## src/rtl/hsh_pkg.sv

```systemverilog
package hsh_pkg;
  typedef logic [31:0] word_t;

  localparam logic [7:0] A_ID_HI = 8'h00;
  localparam logic [7:0] A_ID_LO = 8'h01;
  localparam logic [7:0] A_REV   = 8'h02;
  localparam logic [7:0] A_CMD   = 8'h08;
  localparam logic [7:0] A_STAT  = 8'h09;
  localparam logic [7:0] A_BLK   = 8'h10;

  localparam int CMD_FIRST = 0;
  localparam int CMD_MORE  = 1;

  // address a lies in [base, base+cnt)
  function automatic logic in_window(input logic [7:0] a, input int base, input int cnt);
    return (int'(a) >= base) && (int'(a) < base + cnt);
  endfunction

  function automatic word_t cmd_view(input logic [1:0] m);
    return {28'b0, m, 2'b00};
  endfunction

  function automatic word_t stat_view(input logic rdy, input logic vld);
    return {30'b0, vld, rdy};
  endfunction
endpackage

```

## src/rtl/hsh_ctrl.sv

```systemverilog
module hsh_ctrl #(
  parameter int WIDE = 0
) (
  input  logic       clk,
  input  logic       rst_n,
  input  logic       cmd_wr,
  input  logic [3:0] cmd_bits,
  input  logic       eng_ready,
  input  logic       eng_valid,
  output logic       eng_init,
  output logic       eng_next,
  output logic [1:0] mode_q,
  output logic       stat_valid
);
  import hsh_pkg::*;

  logic accept;      // command taken this cycle
  logic start_req;   // accepted command carries a start
  logic valid_rise;  // engine valid went low to high
  logic init_q, next_q, wait_q, vprev_q;

  assign accept     = cmd_wr & eng_ready;
  assign start_req  = accept & (cmd_bits[CMD_FIRST] | cmd_bits[CMD_MORE]);
  assign valid_rise = eng_valid & ~vprev_q;

  always_ff @(posedge clk or negedge rst_n) begin
    if (!rst_n) begin
      init_q  <= 1'b0;
      next_q  <= 1'b0;
      wait_q  <= 1'b1;
      vprev_q <= 1'b0;
    end else begin
      init_q  <= accept & cmd_bits[CMD_FIRST];
      next_q  <= accept & cmd_bits[CMD_MORE] & ~cmd_bits[CMD_FIRST];
      vprev_q <= eng_valid;
      if (start_req)       wait_q <= 1'b1;
      else if (valid_rise) wait_q <= 1'b0;
    end
  end

  generate
    if (WIDE != 0) begin : g_mode
      logic [1:0] mode_r;
      always_ff @(posedge clk or negedge rst_n) begin
        if (!rst_n)      mode_r <= 2'd0;
        else if (accept) mode_r <= cmd_bits[3:2];
      end
      assign mode_q = mode_r;
    end else begin : g_nomode
      assign mode_q = 2'd0;
    end
  endgenerate

  assign eng_init   = init_q;
  assign eng_next   = next_q;
  assign stat_valid = eng_valid & ~wait_q;

  AST_ONE_START: assert property (@(posedge clk) disable iff (!rst_n)
    !(eng_init && eng_next));
  AST_START_NEEDS_READY: assert property (@(posedge clk) disable iff (!rst_n)
    (eng_init || eng_next) |-> $past(eng_ready));
  AST_VALID_MASKED: assert property (@(posedge clk) disable iff (!rst_n)
    (eng_init || eng_next) |-> !stat_valid);
  AST_MODE_HOLD: assert property (@(posedge clk) disable iff (!rst_n)
    !accept |=> $stable(mode_q));
endmodule

```

## src/rtl/hsh_blkbuf.sv

```systemverilog
module hsh_blkbuf #(
  parameter int WORDS = 16,
  localparam int IDX_W = (WORDS > 1) ? $clog2(WORDS) : 1
) (
  input  logic               clk,
  input  logic               rst_n,
  input  logic               wr_en,
  input  logic [IDX_W-1:0]   widx,
  input  logic [31:0]        wdata,
  output logic [WORDS*32-1:0] blk
);
  logic [31:0] word_q [WORDS];

  generate
    for (genvar g = 0; g < WORDS; g++) begin : g_word
      always_ff @(posedge clk or negedge rst_n) begin
        if (!rst_n)                              word_q[g] <= 32'd0;
        else if (wr_en && (int'(widx) == g))     word_q[g] <= wdata;
      end
      assign blk[(WORDS-1-g)*32 +: 32] = word_q[g];
    end
  endgenerate

  AST_BLK_HOLD: assert property (@(posedge clk) disable iff (!rst_n)
    !wr_en |=> $stable(blk));
endmodule

```

## src/rtl/hsh_rdmux.sv

```systemverilog
module hsh_rdmux #(
  parameter logic [31:0] ID_HI = 32'h0,
  parameter logic [31:0] ID_LO = 32'h0,
  parameter logic [31:0] REV   = 32'h0,
  parameter int DIGEST_WORDS   = 8,
  parameter int DIG_BASE       = 32,
  localparam int DIDX_W = (DIGEST_WORDS > 1) ? $clog2(DIGEST_WORDS) : 1
) (
  input  logic                      clk,
  input  logic                      rst_n,
  input  logic                      rd_en,
  input  logic [7:0]                addr,
  input  logic [1:0]                mode,
  input  logic                      ready,
  input  logic                      valid,
  input  logic [DIGEST_WORDS*32-1:0] digest,
  output logic [31:0]               rdata
);
  import hsh_pkg::*;

  logic [31:0] dig_w [DIGEST_WORDS];
  logic [7:0]  doff;
  logic        dig_hit, reg_hit;

  generate
    for (genvar g = 0; g < DIGEST_WORDS; g++) begin : g_dig
      assign dig_w[g] = digest[(DIGEST_WORDS-1-g)*32 +: 32];
    end
  endgenerate

  assign doff    = addr - 8'(DIG_BASE);
  assign dig_hit = in_window(addr, DIG_BASE, DIGEST_WORDS);
  assign reg_hit = (addr == A_ID_HI) || (addr == A_ID_LO) || (addr == A_REV) ||
                   (addr == A_CMD) || (addr == A_STAT) || dig_hit;

  always_comb begin
    rdata = 32'd0;
    if (rd_en) begin
      if (addr == A_ID_HI)     rdata = ID_HI;
      else if (addr == A_ID_LO) rdata = ID_LO;
      else if (addr == A_REV)   rdata = REV;
      else if (addr == A_CMD)   rdata = cmd_view(mode);
      else if (addr == A_STAT)  rdata = stat_view(ready, valid);
      else if (dig_hit)         rdata = dig_w[doff[DIDX_W-1:0]];
    end
  end

  AST_UNMAPPED_ZERO: assert property (@(posedge clk) disable iff (!rst_n)
    (rd_en && !reg_hit) |-> (rdata == 32'd0));
endmodule

```

## src/rtl/hsh_regshell.sv

```systemverilog
module hsh_regshell #(
  parameter int WIDE         = 0,
  parameter int BLOCK_WORDS  = 16,
  parameter int DIGEST_WORDS = 8,
  parameter logic [31:0] ID_HI = 32'h68617368,
  parameter logic [31:0] ID_LO = 32'h636f7265,
  parameter logic [31:0] REV   = 32'h00010000,
  localparam int DIG_BASE = (WIDE != 0) ? 64 : 32,
  localparam int BIDX_W   = (BLOCK_WORDS > 1) ? $clog2(BLOCK_WORDS) : 1
) (
  input  logic                       clk,
  input  logic                       rst_n,
  input  logic                       bus_cs,
  input  logic                       bus_we,
  input  logic [7:0]                 bus_addr,
  input  logic [31:0]                bus_wdata,
  output logic [31:0]                bus_rdata,
  output logic                       eng_init,
  output logic                       eng_next,
  output logic [1:0]                 eng_mode,
  output logic [BLOCK_WORDS*32-1:0]  eng_block,
  input  logic                       eng_ready,
  input  logic                       eng_valid,
  input  logic [DIGEST_WORDS*32-1:0] eng_digest
);
  import hsh_pkg::*;

  logic       wr_any, rd_any, cmd_wr, blk_wr, stat_valid;
  logic [7:0] boff;
  logic [1:0] mode_q;

  assign wr_any = bus_cs & bus_we;
  assign rd_any = bus_cs & ~bus_we;
  assign cmd_wr = wr_any & (bus_addr == A_CMD);
  assign blk_wr = wr_any & in_window(bus_addr, int'(A_BLK), BLOCK_WORDS);
  assign boff   = bus_addr - A_BLK;

  hsh_ctrl #(.WIDE(WIDE)) u_ctrl (
    .clk(clk), .rst_n(rst_n),
    .cmd_wr(cmd_wr), .cmd_bits(bus_wdata[3:0]),
    .eng_ready(eng_ready), .eng_valid(eng_valid),
    .eng_init(eng_init), .eng_next(eng_next),
    .mode_q(mode_q), .stat_valid(stat_valid)
  );

  hsh_blkbuf #(.WORDS(BLOCK_WORDS)) u_blk (
    .clk(clk), .rst_n(rst_n),
    .wr_en(blk_wr), .widx(boff[BIDX_W-1:0]), .wdata(bus_wdata),
    .blk(eng_block)
  );

  hsh_rdmux #(
    .ID_HI(ID_HI), .ID_LO(ID_LO), .REV(REV),
    .DIGEST_WORDS(DIGEST_WORDS), .DIG_BASE(DIG_BASE)
  ) u_rd (
    .clk(clk), .rst_n(rst_n),
    .rd_en(rd_any), .addr(bus_addr), .mode(mode_q),
    .ready(eng_ready), .valid(stat_valid), .digest(eng_digest),
    .rdata(bus_rdata)
  );

  assign eng_mode = mode_q;
endmodule

```

## config.mk

```make
export PLATFORM = sky130hd
export DESIGN_NAME = hsh_regshell
export DESIGN_NICKNAME = d
export VERILOG_FILES = /design/src/rtl/hsh_pkg.sv /design/src/rtl/hsh_ctrl.sv /design/src/rtl/hsh_blkbuf.sv /design/src/rtl/hsh_rdmux.sv /design/src/rtl/hsh_regshell.sv
export SDC_FILE = /design/constraint.sdc
export NUM_CORES = 1
export LEC_CHECK = 0
export BUFFER_PORTS_ARGS = -buffer_cell sky130_fd_sc_hd__buf_4
export CAP_MARGIN = 20
export CELL_PAD_IN_SITES_DETAIL_PLACEMENT = 2
export CELL_PAD_IN_SITES_GLOBAL_PLACEMENT = 2
export CORE_AREA = 2 2 327 329
export DETAILED_ROUTE_END_ITERATION = 10
export DIE_AREA = 0 0 329 331
export MAX_ROUTING_LAYER = met4
export PLACE_DENSITY = 0.6
export SLEW_MARGIN = 5
export SYNTH_ARGS = -nofsm -noshare
export SYNTH_HDL_FRONTEND = slang
export SYNTH_SLANG_ARGS = --single-unit
export TNS_END_PERCENT = 20
```

## constraint.sdc

```tcl
create_clock -name clk -period 2.6 [get_ports clk]
set_input_delay 0.52 -clock clk [delete_from_list [all_inputs] [get_ports clk]]
set_output_delay 0.52 -clock clk [all_outputs]
set_load 0.02 [all_outputs]
```

# Yosys cells after proc, flatten, opt, wreduce, memory -nomap -nowiden
# Index checks and enable logic that the tools add are counted.
[totals]
ff_bits = 516
input_bits = 302
output_inout_bits = 548
[classes]
addsub = 2
order_cmp = 5
eq_ne = 19
muxes = 12
n_bitwise = 17
reduce_logical = 21
[op_table]
columns = ["cell", "count"]
rows = [
  ["2-to-1 mux 32 bit", 9],
  ["binary-select mux 32 bit (select 3 bit)", 1],
  ["== test 4 bit, second input constant", 8],
  ["logical AND 1 bit", 18],
  ["== test 4 x 3 -> 1 bit, second input constant", 4],
  ["== test 8 x 4 -> 1 bit, second input constant", 2],
  ["< comparator 8 x 6 -> 1 bit, second input constant", 2],
  ["bitwise AND 1 bit", 11],
  ["== test 4 x 2 -> 1 bit, second input constant", 2],
  ["== test 8 x 1 -> 1 bit, second input constant", 1],
  ["== test 8 x 2 -> 1 bit, second input constant", 1],
  [">= comparator 8 x 5 -> 1 bit, second input constant", 1],
  [">= comparator 8 x 6 -> 1 bit, second input constant", 1],
  ["zero test 8 bit", 1],
  ["== test 4 x 1 -> 1 bit, second input constant", 1],
  [">= comparator 4 bit, second input constant", 1],
  ["zero test 4 bit", 1],
  ["NOT 1 bit", 4],
  ["NOT 3 -> 4 bit", 1],
  ["subtractor 4 x 1 -> 4 bit, second input constant", 1],
  ["subtractor 3 x 1 -> 3 bit, second input constant", 1],
  ["2-to-1 mux 1 bit", 2],
  ["nonzero test 2 bit", 1],
  ["bitwise OR 1 bit", 1],
]

# Logic depth before layout (Yosys ltp)
# Gate-level depths: netlist of the first run.
[depth]
word_depth = 12
mapped_depth = 7

# By module
# From an unflattened synthesis of the first run, not the netlist that was laid out.
[unflattened]
cells_unflattened = 1328
area_unflattened_um2 = 21441.8
[by_module_without_submodules]
columns = ["mod", "instances", "cells_each", "area_per_inst_um2", "seq_area_each_um2"]
rows = [
  ["hsh_blkbuf", 1, 1134, 19090.8, 12812.3],
  ["hsh_rdmux", 1, 174, 2142.1, 0.0],
  ["hsh_ctrl", 1, 14, 166.4, 101.3],
  ["hsh_regshell", 1, 6, 42.5, 0.0],
]

# Worst setup path before layout of the first run
# Ideal clock, no wire load.
[synth_timing]
path_type = "in2out"
from = "in bus_addr[0]"
to = "out bus_rdata[19]"
arrival_time_ns = 2.202
slack_ns = -0.122
stages = 4
path_buffers = 2
cell_sequence = "buf_2 > buf_1 > mux4_2 > a221o_1"
[synth_via]
elab_chain_cells = 12
[synth_lines]
columns = ["item", "line", "text"]
rows = [
  ["start: declaration", "hsh_regshell.sv:15", "input logic [7:0] bus_addr,"],
  ["subtractor 3 x 1 -> 3 bit", "hsh_rdmux.sv:31", "assign doff = addr - 8'(DIG_BASE);"],
  ["NOT 3 -> 4 bit (not written as such)", "hsh_rdmux.sv:44", "else if (dig_hit) rdata = dig_w[doff[DIDX_W-1:0]];"],
  ["binary-select mux 32 bit (select 3 bit)", "hsh_rdmux.sv:44", ""],
  ["2-to-1 mux 32 bit (not written as such) (2 in series)", "hsh_rdmux.sv:44", ""],
  ["2-to-1 mux 32 bit", "hsh_rdmux.sv:44", ""],
  ["2-to-1 mux 32 bit", "hsh_rdmux.sv:43", "else if (addr == A_STAT) rdata = stat_view(ready, valid);"],
  ["2-to-1 mux 32 bit", "hsh_rdmux.sv:42", "else if (addr == A_CMD) rdata = cmd_view(mode);"],
  ["2-to-1 mux 32 bit", "hsh_rdmux.sv:41", "else if (addr == A_REV) rdata = REV;"],
  ["2-to-1 mux 32 bit", "hsh_rdmux.sv:40", "else if (addr == A_ID_LO) rdata = ID_LO;"],
  ["2-to-1 mux 32 bit (*)", "hsh_rdmux.sv:39", "if (addr == A_ID_HI) rdata = ID_HI;"],
  ["2-to-1 mux 32 bit (*)", "hsh_rdmux.sv:38", "if (rd_en) begin"],
  ["end: declaration", "hsh_regshell.sv:17", "output logic [31:0] bus_rdata,"],
]
# Every way passes the cells marked *; elsewhere a longest branch is shown, timed or not. The select of a mux whose other input is x is not followed.

# Worst setup path after layout of the first run
[layout_timing]
from = "in bus_addr[4]"
to = "out bus_rdata[27]"
[layout_via]
elab_chain_cells = 9
[layout_lines]
columns = ["item", "line", "text"]
rows = [
  [">= comparator 8 x 6 -> 1 bit or < comparator 8 x 6 -> 1 bit (tied branches)", "hsh_pkg.sv:16", "return (int'(a) >= base) && (int'(a) < base + cnt);"],
  ["logical AND 1 bit", "hsh_pkg.sv:16", ""],
  ["2-to-1 mux 32 bit", "hsh_rdmux.sv:44", ""],
  ["2-to-1 mux 32 bit", "hsh_rdmux.sv:43", ""],
  ["2-to-1 mux 32 bit", "hsh_rdmux.sv:42", ""],
  ["2-to-1 mux 32 bit", "hsh_rdmux.sv:41", ""],
  ["2-to-1 mux 32 bit", "hsh_rdmux.sv:40", ""],
  ["2-to-1 mux 32 bit (*)", "hsh_rdmux.sv:39", ""],
  ["2-to-1 mux 32 bit (*)", "hsh_rdmux.sv:38", ""],
]
# Every way passes the cells marked *; elsewhere a longest branch is shown, timed or not.

==> metrics.cfg, run 1 <==
[outcome]
status = complete, but fails checks
violations = negative setup slack

[placement]
pre_cts_slack_ns = -0.302
place.gp.congestion = 1.05
place_hpwl_um = 80800
port_buffers = 847

[sta]
post-route-worst-setup-slack_ns = -0.000801
setup_viol = 1
finalMaxSlewViolations = 0
final.min_clock_period_ns = 2.60
tns_ns = -0.000801
fmax_mhz = 384
rsz0062_at_grt = true
fin_worst_skew_ns = 0.0000143
tightest_slew_ns = 0.696
hold_viol = 0
relSlewSlack_pct = 53.6
finalCritPeriodShare_pct = 100

[pwr]
pwr-share-clk_pct = 45.4
ir_drop_mv = 0.488
p_leak_uw = 0.0171
p_per_area_nw_per_um2 = 591
seq_power_share_pct = 43.5
switching_power_uw = 4810
swShare_pct = 25.0
comb_power_share_pct = 11.1
p_int_uw = 14400

[layout]
final_cell_mix = buf_4 (906), dfrtp_1 (515), mux2_2 (513)
multiInputGateArea_um2 = 8070
ff_latch_area_um2 = 12900
nets = 2544
layout.cells.most_common = buf_4
area_growth_pct = 52.8
drive_gt1_share_pct = 72.7
nFillCells = 10900

[worst_setup_path]
critPathMostFrequentCell = buf_6
path_max_fanout = 5
start_kind = input pin
crit_chain = buf_6, or4_4, nor3_4, buf_6, buf_6, a221o_1, buf_6
r2r_slack_ns = 1.79
cp-end-kind = output pin
cpMaxStageDelayCell = or4_4
path_class = input pin to output pin
critPathMaxStageDelay_ns = 0.59
critPathRequiredTime_ns = 2.08
worst_ep_arrival_time_ns = 2.08

[synthesis]
ys_seq_area_share_pct = 60.7
ys_async_sr_fraction_pct = 100
netlist_instances = 1326
syn_area_um2 = 21300
ys.flop_type = dfrtp_1
synth_area_per_cell_um2 = 16.1
yosysWarnings = 0
synthDistinctLibCells = 35
ys_ff_latch = 516
synth_edf_count = 0

[route]
wirelength_um = 105000
wire_per_inst_um = 28.5
drc_errors = 0
dr_total_vias = 16000
firstDrtPassIters = 4
drt-initial-drc-count = 588
antenna_left = 0
via_per_inst = 4.31

[flow_run]
maxCapViolCount = 0

[clock_tree]
clock_path_buffers = 3
cts_buffers = 60
h-tree-depth = 2
cts_root_buffer = clkbuf_16
cts_tree = yes
path_clk_slew_ns = 0.05
clk_latency_ns = 0.63
cts_sinks = 516

[floorplanning]
die_w_um = 329
num_io_pins = 850
die-area_um2 = 109000
die_y_um = 331
rows = 119
start_util_pct = 20.3
core_um2 = 105000

[global_routing]
grt_max_degree = 59
grt_pass1_wl_um = 145000
grt_usage_pct = 19.3
overflow = 0
antenna_found_initial = 30
grt_pass1_vias = 18200

[worst_hold_path]
min_path_type = input pin to flop

## synth_stat cells (4+ instances only)
cell,n,area (um^2)
mux4_2,64,1440
nand3_1,7,35.0
a22oi_1,10,75.1
mux2_2,513,5780
buf_1,31,116
o21ai_0,4,20.0
a21oi_1,12,60.1
clkbuf_1,60,225
a221o_1,9,90.1
nand4_1,6,37.5
dfrtp_1,515,12900
nand2_1,39,146
nor2_1,6,22.5
buf_2,14,70.1
## per-stage QoR
step	utilization [%]	cell area (um^2)	instances	power, uW	hold slack, ns
after floorplan	-	21300	1327	9280	0.224
after global routing	31.0	32500	3699	20000	0.234
after CTS	30.9	32400	3683	19600	0.201
after detailed placement	28.8	30200	3562	10700	0.487
final	31.0	32500	3701	19200	0.262
after global placement	28.8	30200	3562	10600	0.461
## cell families (layout without fill, tap and decap cells)
group                  count (synthesis)  in the layout  synth area share, %
AOI/OAI and AO/OA                     38             38                 1.26
buffers and inverters                111           1075                 2.07
DFF                                  516            516                 60.7
muxes                                579            579                 34.0
other                                  1             21               0.0176
and+or+nand+nor                       81             81                 1.99
## flip-flops by register name (all words and copies together) (netlist names)
register / cells
u_blk.blk: 512
u_ctrl.eng_init: 1
u_ctrl.wait_q: 1
u_ctrl.vprev_q: 1
u_ctrl.eng_next: 1
## critical path, delay by kind of cell
family / cells / cell delay, ns
AO/OA/AOI/OAI: 1 / 0.24
AND/OR/NAND/NOR: 2 / 0.81
buffers and inverters: 4 / 0.50
## layer usage
layer  global-route usage [%]  up-vias  routed length, um
met1                     20.6     8458              38800
li1                         -     6677                  -
met4                     7.46        0               3840
met2                     33.3      668              54900
met3                     5.86      159               7890
met5                        -        -                  0
## path summary, 6_finish.rpt
check / cells after the start / from / endpoint
max in group asynchronous: 4 / rst_n / u_blk.blk[150]
max reg2reg: 1 / u_blk.blk[181] / u_blk.blk[181]
min: 4 / eng_valid / u_ctrl.wait_q
min in group asynchronous: 2 / rst_n / u_blk.blk[407]
min reg2reg: 2 / u_ctrl.vprev_q / u_ctrl.wait_q
max: 7 / bus_addr[4] / bus_rdata[27]
## what timing repair did
item | 4_1_cts | 5_1_grt
hold buffers | 2 | 0
buffers inserted | 5 | 1
gates resized for setup | 22 | 13
pin swaps | 5 | 11
setup endpoints to repair | 28 | 25
hold endpoints to repair | 38 | 0
gates cloned | 3 | 0
## power by group through the flow
stage                     registers, uW  clock network, uW  logic (uW)
after floorplan                    8760                  0         519
after global placement             8490                  0        2100
after detailed placement           8510                  0        2150
after CTS                          8370               9020        2170
after global routing               8390               9340        2270
final                              8370               8730        2130
## final cells by class
cell class	count	area share (%)
flip-flops and latches	516	39.7
multi-input cells	700	24.8
repair buffers	960	23.6
well taps	1391	5.35
clock buffers	83	5.35
clock inverters	28	0.981
diodes	19	0.146
inverters	4	0.0461
(Power assumes the default switching activity.)
==> run 2, diff against run 1 <==
--- a/config.mk
+++ b/config.mk
@@ -12,6 +12,7 @@
 export CORE_AREA = 2 2 327 329
 export DETAILED_ROUTE_END_ITERATION = 10
 export DIE_AREA = 0 0 329 331
+export HOLD_SLACK_MARGIN = 0.15
 export MAX_ROUTING_LAYER = met4
 export PLACE_DENSITY = 0.6
 export SLEW_MARGIN = 5
==> constraint.sdc (replaced) <==
create_clock -name clk -period 2.6 [get_ports clk]
set_input_delay 0.52 -clock clk [delete_from_list [all_inputs] [get_ports clk]]
set_output_delay 0.52 -clock clk [all_outputs]
set_load 0.01 [all_outputs]
==> metrics.cfg, run 2 (synthesis results as in run 1) <==
[route]
dr_total_vias = 15800  ; was 16000
drc_errors = 0  ; unchanged
via_per_inst = 4.29  ; was 4.31
wire_per_inst_um = 29.1  ; was 28.5 um
firstDrtPassIters = 4  ; unchanged
antenna_left = 0  ; unchanged
wirelength_um = 107000  ; was 105000 um
drt-initial-drc-count = 584  ; was 588

[worst_setup_path]
crit_start = bus_addr[6]  ; was bus_addr[4]
critPathMostFrequentCell = buf_4  ; was buf_6
start_kind = input pin  ; unchanged
cp.depth = 6  ; was 7
r2r_cells = 2  ; was 1
cp-end-kind = output pin  ; unchanged
timing.rr.end = u_ctrl.wait_q  ; was u_blk.blk[181]
worst_ep_arrival_time_ns = 2.04  ; was 2.08 ns
path_class = input pin to output pin  ; unchanged
r2r_start = u_ctrl.wait_q  ; was u_blk.blk[181]
timing.critical_path.buf_inv = 3  ; was 4
crit_chain = buf_4, or4_4, nor3_4, buf_12, a221o_1, buf_4  ; was buf_6, or4_4, nor3_4, buf_6, buf_6, a221o_1, buf_6
critPathMaxStageDelay_ns = 0.57  ; was 0.59 ns
critPathRequiredTime_ns = 2.08  ; about the same
crit_end = bus_rdata[8]  ; was bus_rdata[27]
r2r_slack_ns = 1.79  ; about the same
cpMaxStageDelayCell = or4_4  ; unchanged
path_max_fanout = 19  ; was 5
cp_top_family = simple AND/OR/NAND/NOR gates  ; unchanged

[floorplanning]
rows = 119  ; unchanged
core_um2 = 105000  ; unchanged
die_y_um = 331  ; unchanged
die_w_um = 329  ; unchanged
num_io_pins = 850  ; unchanged
start_util_pct = 20.3  ; unchanged
die-area_um2 = 109000  ; unchanged

[layout]
largest_reg_flops = 512  ; unchanged
nets = 2541  ; was 2544
fin_area_um2 = 32400  ; was 32500 um^2
nFillCells = 11000  ; was 10900
final_util_pct = 30.9  ; was 31.0%
layout.cells.most_common = buf_4  ; unchanged
area_growth_pct = 52.3  ; was 52.8%
drive_gt1_share_pct = 72.3  ; was 72.7%
final_cell_mix = buf_4 (920), dfrtp_1 (515), mux2_2 (513)  ; was buf_4 (906), dfrtp_1 (515), mux2_2 (513)

[pwr]
p_leak_uw = 0.0171  ; about the same
p_per_area_nw_per_um2 = 588  ; was 591 nW/um^2
ir_drop_mv = 0.514  ; was 0.488 mV
power_uw = 19100  ; was 19200 uW

[placement]
place.gp.congestion = 0.946  ; was 1.05
place_hpwl_um = 83300  ; was 80800 um
port_buffers = 847  ; unchanged
place_area_um2 = 30200  ; about the same

[sta]
fmax_mhz = 390  ; was 384 MHz
hold_viol = 0  ; unchanged
setup_viol = 0  ; was 1
final.min_clock_period_ns = 2.56  ; was 2.60 ns
tightest_slew_ns = 0.639  ; was 0.696 ns
relSlewSlack_pct = 57.4  ; was 53.6%
rsz0062_at_grt = false  ; was true
finalMaxSlewViolations = 0  ; unchanged
finalCritPeriodShare_pct = 98.5  ; was 100%
fin_worst_skew_ns = 0.000756  ; was 0.0000143 ns

[global_routing]
overflow = 0  ; unchanged
antenna_found_initial = 25  ; was 30
grt_pass1_vias = 18100  ; was 18200
grt_usage_pct = 19.6  ; was 19.3%
grt_pass1_wl_um = 146000  ; was 145000 um
grt_max_degree = 62  ; was 59

[clock_tree]
clock_path_buffers = 3  ; unchanged
post-cts-setup-buffers = 0  ; was 5
path_clk_slew_ns = 0.05  ; about the same
clk_latency_ns = 0.63  ; about the same
h-tree-depth = 2  ; unchanged
cts_buffers = 61  ; was 60
cts_tree = yes  ; unchanged
cts_sinks = 516  ; unchanged
cts_root_buffer = clkbuf_16  ; unchanged

[flow_run]
maxCapViolCount = 0  ; unchanged

[worst_hold_path]
min_path_type = input pin to flop  ; unchanged

[outcome]
status = completed  ; was complete, but fails checks

[run 2: cell types whose count changed in the layout (fill, tap and decap cells not counted), sizes merged]
cell      delta
clkbuf      +11
inv          -1
clkinvlp     -1
diode        -8
buf          -4
bufinv       -2
clkinv       -4
[run 2: area by class of cell]
| cell class | instances | area, um^2 | share of cell area, % |
|---|---|---|---|
| Inverter | 4 | 15.0 | 0.0463 |
| Sequential cell | 516 | 12900 | 39.8 |
| Clock inverter | 20 | 196 | 0.606 |
| Tap cell | 1391 | 1740 | 5.37 |
| Timing Repair Buffer | 956 | 7590 | 23.4 |
| Clock buffer | 94 | 1880 | 5.81 |
| Multi-Input combinational cell | 700 | 8050 | 24.8 |
| Antenna cell | 11 | 27.5 | 0.0849 |
[run 2: worst min path at each step]
stage / startpoint / to / slack (ns) / cells after the start
after floorplan: rst_n / u_blk.blk[0] / 0.22 / 0
after global placement: u_blk.blk[38] / u_blk.blk[38] / 0.49 / 1
after detailed placement: u_blk.blk[365] / u_blk.blk[365] / 0.49 / 1
after CTS: bus_wdata[0] / u_ctrl.eng_next / 0.23 / 2
after global routing: bus_wdata[0] / u_ctrl.eng_init / 0.27 / 3
final: bus_wdata[0] / u_ctrl.eng_next / 0.28 / 2
[run 2: report_power, final]
group          internal [uW]  switching (uW)  total (uW)
Clock                   5260            3480        8740
Combinational            971             972        1940
Sequential              8250             126        8370
[run 2: metrics by stage]
| stage | hold slack (ns) | setup slack [ns] | instances | setup TNS (ns) |
|---|---|---|---|---|
| 3_3_place_gp | 0.491 | -0.0724 | 3565 | -1.29 |
| 6_report | 0.275 | 0.0389 | 3692 | 0 |
| 2_1_floorplan | 0.224 | 0.0327 | 1327 | 0 |
| 5_1_grt | 0.271 | 0.000553 | 3691 | 0 |
| 3_5_place_dp | 0.495 | -0.0877 | 3565 | -3.85 |
| 4_1_cts | 0.228 | 0.0119 | 3681 | 0 |
[run 2: routing by layer]
metal  track usage (%)  share of wire (%)
met5                 -                  0
met4              6.28                3.0
met3              5.62                7.4
met2              34.9                 53
met1              21.0                 37
[run 2: what timing repair did]
| item | CTS | global route |
|---|---|---|
| endpoints found under the setup margin | 13 | 12 |
| resized for setup | 2 | 9 |
| hold endpoints to repair | 48 | 0 |
| hold buffers | 2 | 0 |
| pin swaps | 0 | 1 |
==> run 3, diff against run 2 <==
--- a/config.mk
+++ b/config.mk
@@ -6,15 +6,14 @@
 export NUM_CORES = 1
 export LEC_CHECK = 0
 export BUFFER_PORTS_ARGS = -buffer_cell sky130_fd_sc_hd__buf_4
-export CAP_MARGIN = 20
 export CELL_PAD_IN_SITES_DETAIL_PLACEMENT = 2
 export CELL_PAD_IN_SITES_GLOBAL_PLACEMENT = 2
-export CORE_AREA = 2 2 327 329
+export CORE_AREA = 2 2 331 333
 export DETAILED_ROUTE_END_ITERATION = 10
-export DIE_AREA = 0 0 329 331
+export DIE_AREA = 0 0 333 335
 export HOLD_SLACK_MARGIN = 0.15
 export MAX_ROUTING_LAYER = met4
-export PLACE_DENSITY = 0.6
+export PLACE_DENSITY = 0.57
 export SLEW_MARGIN = 5
 export SYNTH_ARGS = -nofsm -noshare
 export SYNTH_HDL_FRONTEND = slang
==> constraint.sdc (replaced) <==
create_clock -name clk -period 2.39 [get_ports clk]
set_input_delay 0.478 -clock clk [delete_from_list [all_inputs] [get_ports clk]]
set_output_delay 0.478 -clock clk [all_outputs]
set_load 0.01 [all_outputs]
==> metrics.cfg, run 3 (synthesis results as in run 1) <==
[outcome]
status = complete, but fails checks  ; was completed
violations = negative setup slack

[floorplanning]
start_util_pct = 19.7  ; was 20.3%
core_um2 = 108000  ; was 105000 um^2
die_w_um = 333  ; was 329 um
die_y_um = 335  ; was 331 um
num_io_pins = 850  ; unchanged
die-area_um2 = 112000  ; was 109000 um^2
rows = 121  ; was 119

[sta]
tightest_slew_ns = 0.553  ; was 0.639 ns
fin_worst_skew_ns = 0.00000938  ; was 0.000756 ns
relSlewSlack_pct = 63.2  ; was 57.4%
finalMaxSlewViolations = 0  ; unchanged
fmax_mhz = 410
setup_viol = 16  ; was 0
post-route-worst-setup-slack_ns = -0.0472  ; was 0.0389 ns
rsz0062_at_grt = true  ; was false
tns_ns = -0.309  ; was 0 ns
hold_viol = 0  ; unchanged
finalCritPeriodShare_pct = 102
final.min_clock_period_ns = 2.44

[layout]
nFillCells = 11400  ; was 11000
final_cell_mix = buf_4 (909), dfrtp_1 (515), mux2_2 (513)  ; was buf_4 (920), dfrtp_1 (515), mux2_2 (513)
drive_gt1_share_pct = 72.6  ; was 72.3%
final_util_pct = 30.0  ; was 30.9%
largest_reg_flops = 512  ; unchanged
nets = 2538  ; was 2541
layout.cells.most_common = buf_4  ; unchanged
area_growth_pct = 52.4  ; was 52.3%

[flow_run]
maxCapViolCount = 0  ; unchanged

[clock_tree]
path_clk_slew_ns = 0.05  ; about the same
clk_latency_ns = 0.64  ; was 0.63 ns
cts_sinks = 516  ; unchanged
h-tree-depth = 2  ; unchanged
clock_path_buffers = 3  ; unchanged
cts_root_buffer = clkbuf_16  ; unchanged
cts_tree = yes  ; unchanged
cts_buffers = 60  ; was 61

[placement]
port_buffers = 847  ; unchanged
place.gp.congestion = 0.969  ; was 0.946
pre_cts_slack_ns = -0.237  ; was -0.0877 ns
place_hpwl_um = 85400  ; was 83300 um

[route]
wl_met1_um = 38800  ; was 39300 um
wirelength_um = 109000  ; was 107000 um
wl_met3_um = 8350  ; was 7940 um
firstDrtPassIters = 6  ; was 4
drc_errors = 0  ; unchanged
via_per_inst = 4.24  ; was 4.29
dr_wl_met2_um = 59300  ; was 56900 um
top_layer_used = met4  ; unchanged
dr_total_vias = 15700  ; was 15800
antenna_left = 0  ; unchanged
wire_per_inst_um = 29.4  ; was 29.1 um
drt-initial-drc-count = 508  ; was 584

[worst_setup_path]
worst_ep_arrival_time_ns = 1.96  ; was 2.04 ns
path_max_fanout = 5  ; was 19
start_kind = input pin  ; unchanged
path_class = input pin to output pin  ; unchanged
r2r_cells = 1  ; was 2
critPathRequiredTime_ns = 1.91  ; was 2.08 ns
cp-end-kind = output pin  ; unchanged

[global_routing]
grt_pass1_wl_um = 152000  ; was 146000 um
grt_max_degree = 55  ; was 62
grt_usage_pct = 19.8  ; was 19.6%
overflow = 0  ; unchanged
grt_pass1_vias = 18000  ; was 18100
antenna_found_initial = 13  ; was 25

[pwr]
p_per_area_nw_per_um2 = 638  ; was 588 nW/um^2
ir_drop_mv = 0.547  ; was 0.514 mV
power_uw = 20700  ; was 19100 uW
p_leak_uw = 0.0171  ; about the same

[worst_hold_path]
min_path_type = input pin to flop  ; unchanged
whs_path_depth = 3  ; was 2

[run 3: power breakdown]
group / internal (uW) / switching [uW] / total [uW] / leakage [uW]
combinational: 1050 / 1050 / 2110 / 0.00891
sequential: 8970 / 133 / 9110 / 0.00716
clock: 5650 / 3810 / 9470 / 0.00102
total: 15700 / 5000 / 20700 / 0.0171
[run 3: area by class of cell]
type                       instances  area, um^2  area share (%)
timing repair buffer             954        7590            23.4
tap                             1414        1770            5.45
inverter                           4        15.0          0.0463
clock inverter                    23         280           0.864
clock buffer                      88        1770            5.45
sequential                       516       12900            39.8
antenna                            9        22.5          0.0694
multi-input combinational        700        8070            24.9
[run 3: timing repair]
action | in CTS | in global routing
setup endpoints to repair | 28 | 28
cloned | 2 | 0
setup buffers | 2 | 0
resized for setup | 21 | 13
endpoints found under the hold margin | 31 | 0
pin swaps | 5 | 9
hold buffers | 2 | 0
[run 3: worst paths after layout]
kind	from	to	slack, ns
setup reg to reg	u_blk.blk[126]	u_blk.blk[126]	1.49
hold reg to reg	u_blk.blk[109]	u_blk.blk[109]	0.50
hold / removal	bus_wdata[0]	u_ctrl.eng_init	0.21
max in group asynchronous	rst_n	u_blk.blk[319]	1.11
min in group asynchronous	rst_n	u_blk.blk[443]	0.38
setup / recovery	bus_addr[6]	bus_rdata[16]	-0.05
[run 3: metal layers]
metal,global-route usage [%],up-vias
met1,20.4,8296
met3,6.29,124
met2,36.4,628
met4,4.73,0
li1,-,6678
met5,-,-
[run 3: through the flow]
step	cells	hold WS, ns	area (um^2)
3_5_place_dp	3583	0.482	30200
3_3_place_gp	3583	0.472	30200
2_1_floorplan	1327	0.182	21300
6_report	3708	0.207	32400
4_1_cts	3700	0.169	32400
5_1_grt	3704	0.209	32400
[run 3: critical path: stages]
cell	delay (ns)
buf_6	0.09
or4_4	0.58
nor3_4	0.21
buf_6	0.16
buf_8	0.13
a22oi_2	0.07
o21ai_1	0.08
buf_4	0.15
